[src/rtl/dir_home.sv]
module dir_home #(
  parameter int NPROC = 4,
  parameter int NBLK  = 16,
  parameter int DW    = 32
) (
  input  logic                 clk,
  input  logic                 rst_n,
  input  logic                 req_valid,
  output logic                 req_ready,
  input  logic [1:0]           req_kind,
  input  logic [((NPROC>1)?$clog2(NPROC):1)-1:0] req_src,
  input  logic [((NBLK>1)?$clog2(NBLK):1)-1:0]   req_blk,
  input  logic [DW-1:0]        req_data,
  input  logic                 fill_valid,
  input  logic [DW-1:0]        fill_data,
  output logic                 msg_valid,
  input  logic                 msg_ready,
  output logic [1:0]           msg_kind,
  output logic [((NPROC>1)?$clog2(NPROC):1)-1:0] msg_dst,
  output logic [((NBLK>1)?$clog2(NBLK):1)-1:0]   msg_blk,
  output logic [DW-1:0]        msg_data
);
  localparam int PW = (NPROC > 1) ? $clog2(NPROC) : 1;
  localparam int BW = (NBLK > 1) ? $clog2(NBLK) : 1;

  localparam logic [1:0] K_RD = 2'd0, K_WR = 2'd1, K_WB = 2'd2;
  localparam logic [1:0] M_DATA = 2'd0, M_INV = 2'd1, M_FETCH = 2'd2, M_FINV = 2'd3;

  typedef enum logic [1:0] {D_UNC, D_SHR, D_EXC} dstate_t;
  typedef enum logic [2:0] {S_IDLE, S_INV, S_FETCH, S_WAIT, S_REPLY} phase_t;

  logic [DW-1:0]    mem_q [NBLK];
  dstate_t          dir_q [NBLK];
  logic [NPROC-1:0] shr_q [NBLK];

  phase_t           ph_q;
  logic [PW-1:0]    src_q, owner_q;
  logic [BW-1:0]    blk_q;
  logic             wr_q;
  logic [NPROC-1:0] pend_q;
  logic [DW-1:0]    data_q;

  function automatic logic [PW-1:0] first_one(input logic [NPROC-1:0] m);
    first_one = '0;
    for (int i = NPROC - 1; i >= 0; i--)
      if (m[i]) first_one = PW'(i);
  endfunction

  dstate_t          cur_st;
  logic [NPROC-1:0] cur_sh, req_bit, src_bit, inv_bit, pend_left, upg_pend;
  logic             acc, fire, wb_ok;

  assign cur_st    = dir_q[req_blk];
  assign cur_sh    = shr_q[req_blk];
  assign req_bit   = NPROC'(1) << req_src;
  assign src_bit   = NPROC'(1) << src_q;
  assign upg_pend  = (cur_st == D_SHR) ? (cur_sh & ~req_bit) : '0;
  assign wb_ok     = (cur_st == D_EXC) && (cur_sh == req_bit);

  assign req_ready = (ph_q == S_IDLE);
  assign acc       = req_valid && req_ready;
  assign msg_valid = (ph_q == S_INV) || (ph_q == S_FETCH) || (ph_q == S_REPLY);
  assign fire      = msg_valid && msg_ready;

  assign msg_kind  = (ph_q == S_INV)   ? M_INV :
                     (ph_q == S_FETCH) ? (wr_q ? M_FINV : M_FETCH) : M_DATA;
  assign msg_dst   = (ph_q == S_INV)   ? first_one(pend_q) :
                     (ph_q == S_FETCH) ? owner_q : src_q;
  assign msg_blk   = blk_q;
  assign msg_data  = (ph_q == S_REPLY) ? data_q : '0;

  assign inv_bit   = NPROC'(1) << msg_dst;
  assign pend_left = pend_q & ~inv_bit;

  always_ff @(posedge clk) begin
    if (!rst_n) begin
      ph_q    <= S_IDLE;
      src_q   <= '0;
      owner_q <= '0;
      blk_q   <= '0;
      wr_q    <= 1'b0;
      pend_q  <= '0;
      data_q  <= '0;
      for (int i = 0; i < NBLK; i++) begin
        mem_q[i] <= '0;
        dir_q[i] <= D_UNC;
        shr_q[i] <= '0;
      end
    end else begin
      case (ph_q)
        S_IDLE: if (acc) begin
          src_q <= req_src;
          blk_q <= req_blk;
          wr_q  <= (req_kind == K_WR);
          case (req_kind)
            K_RD: begin
              if (cur_st == D_EXC) begin
                owner_q <= first_one(cur_sh);
                ph_q    <= S_FETCH;
              end else begin
                data_q         <= mem_q[req_blk];
                dir_q[req_blk] <= D_SHR;
                shr_q[req_blk] <= (cur_st == D_UNC) ? req_bit : (cur_sh | req_bit);
                ph_q           <= S_REPLY;
              end
            end
            K_WR: begin
              if (cur_st == D_EXC) begin
                owner_q <= first_one(cur_sh);
                ph_q    <= S_FETCH;
              end else begin
                pend_q         <= upg_pend;
                data_q         <= mem_q[req_blk];
                dir_q[req_blk] <= D_EXC;
                shr_q[req_blk] <= req_bit;
                ph_q           <= (upg_pend != '0) ? S_INV : S_REPLY;
              end
            end
            K_WB: begin
              if (wb_ok) begin
                mem_q[req_blk] <= req_data;
                dir_q[req_blk] <= D_UNC;
                shr_q[req_blk] <= '0;
              end
            end
            default: ;
          endcase
        end
        S_INV: if (fire) begin
          pend_q <= pend_left;
          if (pend_left == '0) ph_q <= S_REPLY;
        end
        S_FETCH: if (fire) ph_q <= S_WAIT;
        S_WAIT: if (fill_valid) begin
          mem_q[blk_q] <= fill_data;
          data_q       <= fill_data;
          if (wr_q) begin
            shr_q[blk_q] <= src_bit;
          end else begin
            shr_q[blk_q] <= shr_q[blk_q] | src_bit;
            dir_q[blk_q] <= D_SHR;
          end
          ph_q <= S_REPLY;
        end
        S_REPLY: if (fire) ph_q <= S_IDLE;
        default: ph_q <= S_IDLE;
      endcase
    end
  end

  AST_MSG_HOLD: assert property (@(posedge clk) disable iff (!rst_n)
    msg_valid && !msg_ready |=> msg_valid && $stable(msg_kind) && $stable(msg_dst)
                                && $stable(msg_blk) && $stable(msg_data));
  AST_INV_ASCEND: assert property (@(posedge clk) disable iff (!rst_n)
    msg_valid && msg_ready && msg_kind == M_INV
      |=> !(msg_valid && msg_kind == M_INV) || (msg_dst > $past(msg_dst)));
  AST_INV_SKIPS_REQ: assert property (@(posedge clk) disable iff (!rst_n)
    msg_valid && msg_kind == M_INV |-> msg_dst != src_q);
  AST_READY_AFTER_REPLY: assert property (@(posedge clk) disable iff (!rst_n)
    $rose(req_ready) |-> $past(msg_valid && msg_ready && msg_kind == M_DATA));
  AST_EXC_ONE_OWNER: assert property (@(posedge clk) disable iff (!rst_n)
    ph_q == S_REPLY && dir_q[blk_q] == D_EXC |-> $countones(shr_q[blk_q]) == 1);
  AST_UNC_EMPTY: assert property (@(posedge clk) disable iff (!rst_n)
    dir_q[blk_q] == D_UNC |-> shr_q[blk_q] == '0);
endmodule

[config.mk]
export PLATFORM = sky130hd
export DESIGN_NAME = dir_home
export DESIGN_NICKNAME = d
export VERILOG_FILES = /design/src/rtl/dir_home.sv
export SDC_FILE = /design/constraint.sdc
export NUM_CORES = 1
export LEC_CHECK = 0
export BUFFER_PORTS_ARGS = -buffer_cell sky130_fd_sc_hd__buf_4
export CORE_UTILIZATION = 35
export CTS_CLUSTER_DIAMETER = 60
export DETAILED_ROUTE_END_ITERATION = 12
export GPL_ROUTABILITY_DRIVEN = 0
export SLEW_MARGIN = 20
export SYNTH_ARGS = -nofsm -noshare
export SYNTH_HDL_FRONTEND = slang
export SYNTH_SLANG_ARGS = --single-unit
[constraint.sdc]
create_clock -name clk -period 9.5 [get_ports clk]
set_input_delay 1.9 -clock clk [delete_from_list [all_inputs] [get_ports clk]]
set_output_delay 1.9 -clock clk [all_outputs]
set_load 0.03 [all_outputs]
==> impl_metrics.ini <==
[setup_path]
end_kind = register
critPathRequiredTime_ns = 9.74
critPathLaunch = req_blk[0]
r2r-end = mem_q[14][24]
crit_type = in -> reg
crit_end = mem_q[14][24]
ff2ff_path_depth = 12
cp.arrival_ns = 7.10
cp_max_fo = 72
rrSetupSlack_ns = 4.30
startpoint_type = input port
worstReg2RegStart = shr_q[3][3]

[synth]
yosys.area.top_type = edfxtp_1
yosys-top-cells-count = nor2_1, edfxtp_1, mux4_2
ys.flop_type = edfxtp_1
yosys_warnings = 0
synth_top_cell_area_share = 0.602
syn-cell-area_mm2 = 0.0303
yosysMostFrequentCell = nor2_1
yosysSeqAreaShare = 0.636
synth_area_leaders = edfxtp_1, mux4_2, nor2_1, dfxtp_1, nand2_1
synth_cells = 2222
synth_nets = 2307
synth_edf_count = 608
ys_ff_latch = 660
syn-mean-instance-area_um2 = 13.7
yosysUniqueCellTypes = 64
ys_async_sr_fraction = 0

[global_route]
grt_pass1_wl_um = 127000
grt_pass1_vias = 19400
grt.overflow.total = 0
grt_max_degree = 87
antenna_found_initial = 6
grtUsageTotal = 0.199

[timing]
drv_slew = 0
tightestPinTransition_ns = 1.24
skew_ns = 0.0302
post-route-period-util = 0.722
finalHoldViolations = 0
fin_tns_setup_ns = 0
fin_ws_ns = 2.64
rsz0062_at_grt = false
finalCriticalPeriod_ns = 6.86
relSlewSlack = 0.176
finalSetupViolCount = 0
fmax_mhz = 146

[cts]
hold_buffers = 0
cts_num_sinks = 660
path_clk_slew_ns = 0.06
cts_tree = yes
cts_buffer_depth = 3
worstSkewPairLatency_ns = 0.63
h-tree-depth = 3
cts_buffers = 75
cts_resized = 0
cts-root-buf = clkbuf_16
post_cts_buffers = 0

[final_layout]
nets = 2367
fin_util = 0.407
final_cell_area_mm2 = 0.0348
drive_above_1_share = 0.239
diodes = 0
syn2layout_area_growth_pct = 14.8

[die]
die_w_um = 296
dieArea_mm2 = 0.0879
die_y_um = 296
core.rowCount = 107
io_pins = 119
core_mm2 = 0.0855
initial_core_util = 0.355

[min_path]
hp-class = reg -> reg

[run]
cap_violations = 0

[routing]
ant_nets = 0
vias = 19200
wirelength_um = 86200
drtIter0Drc = 2208
viasPerCell = 5.52
dr.pass1.iters = 6
drc = 0
wl_per_cell_um = 24.7

[power]
p_sw_w = 0.00178
seqPwrFrac = 0.485
power_leakage_nw = 12.2
pwr-share-clk = 0.397
power.density_mw_per_mm2 = 202
internal-power_w = 0.00525
switching_share = 0.254
p_comb_frac = 0.118
ir_worst_vdd_mv = 0.130

[placed_design]
place_hpwl_um = 54000
place_area_mm2 = 0.0325
post-place-ws_ns = 1.93
io_buffers = 118

[status]
status = completed
-- placed cells by master (no fill, tap or decap), types with 13 or more instances in the layout --
| master | Yosys | routed |
|---|---|---|
| buf_4 | 4 | 173 |
| edfxtp_1 | 608 | 608 |
| clkbuf_1 | 137 | 22 |
| nand2_1 | 198 | 169 |
| mux2i_1 | 45 | 29 |
| mux2i_2 | 0 | 14 |
| clkinv_1 | 0 | 13 |
| nand2_2 | 0 | 26 |
| dfxtp_1 | 52 | 51 |
| and2_1 | 34 | 34 |
| a21oi_1 | 95 | 95 |
| a311oi_1 | 22 | 22 |
| mux4_2 | 204 | 204 |
| clkbuf_16 | 0 | 80 |
| nor2_1 | 614 | 614 |
-- state kept, by name, summed over array words and instances, names as in the netlist, named ones only --
name	flops
mem_q	512
shr_q	64
data_q	32
dir_q	32
msg_blk	4
pend_q	4
ph_q	3
owner_q	2
src_q	2
wr_q	1
-- cell families (layout without fill, tap and decap cells) --
kind of cell,count (synthesis),after routing,synth area share
DFF,660,660,0.636
AOI/OAI and AO/OA,188,188,0.0419
xor gates and xnor gates,1,1,0.000289
buffers and inverters,206,325,0.0288
muxes,256,256,0.170
adders and majority gates,8,8,0.00330
and+or+nand+nor,903,903,0.120
-- power groups by stage --
| stage | Clock (W) | Combinational (W) | Sequential (W) |
|---|---|---|---|
| final | 0.00279 | 0.000833 | 0.00341 |
| after global placement | 0 | 0.000829 | 0.00346 |
| after CTS | 0.00282 | 0.000841 | 0.00341 |
| after floorplan | 0 | 0.000569 | 0.00341 |
| after global routing | 0.00294 | 0.000894 | 0.00342 |
| after detailed placement | 0 | 0.000838 | 0.00347 |
-- worst max-delay path, stage by stage --
cell	delay [ns]
buf_8	0.57
mux4_2	0.61
mux4_2	0.54
inv_1	0.09
ha_1	0.22
nor4b_1	0.33
nand3_1	0.12
nor2_1	0.18
nand4b_1	0.11
buf_4	0.20
o22ai_1	0.46
nand2_2	0.65
nand2_2	0.92
-- how the worst min path moves through the flow --
stage / startpoint / endpoint / cells past startpoint
floorplan: owner_q[1] / owner_q[1] / 2
global placement: owner_q[0] / owner_q[0] / 2
detailed placement: owner_q[0] / owner_q[0] / 2
CTS: owner_q[0] / owner_q[0] / 2
global route: data_q[24] / data_q[24] / 2
finish: owner_q[0] / owner_q[0] / 2
-- layout make-up --
type,count,area (um2)
clock buffer,104,2110
tap,1144,1430
inverter,14,52.6
fill,7839,50700
sequential,660,19300
clock inverter,32,256
multi-input combinational,1356,10400
timing repair buffer,175,1330
-- per-stage QoR --
| step | hold WS, ns | cells | total power [W] |
|---|---|---|---|
| after floorplan | 0.427 | 2222 | 0.00398 |
| after global placement | 0.459 | 3349 | 0.00429 |
| after detailed placement | 0.453 | 3349 | 0.00431 |
| after CTS | 0.478 | 3485 | 0.00707 |
| after global routing | 0.512 | 3485 | 0.00726 |
| final | 0.479 | 3485 | 0.00703 |
-- metal layers --
metal | track usage | share of wire
met5 | 0 | 0.00020
met4 | 0.0635 | 0.030
met3 | 0.0427 | 0.092
met2 | 0.322 | 0.48
met1 | 0.267 | 0.40
(Power assumes the default switching activity.)
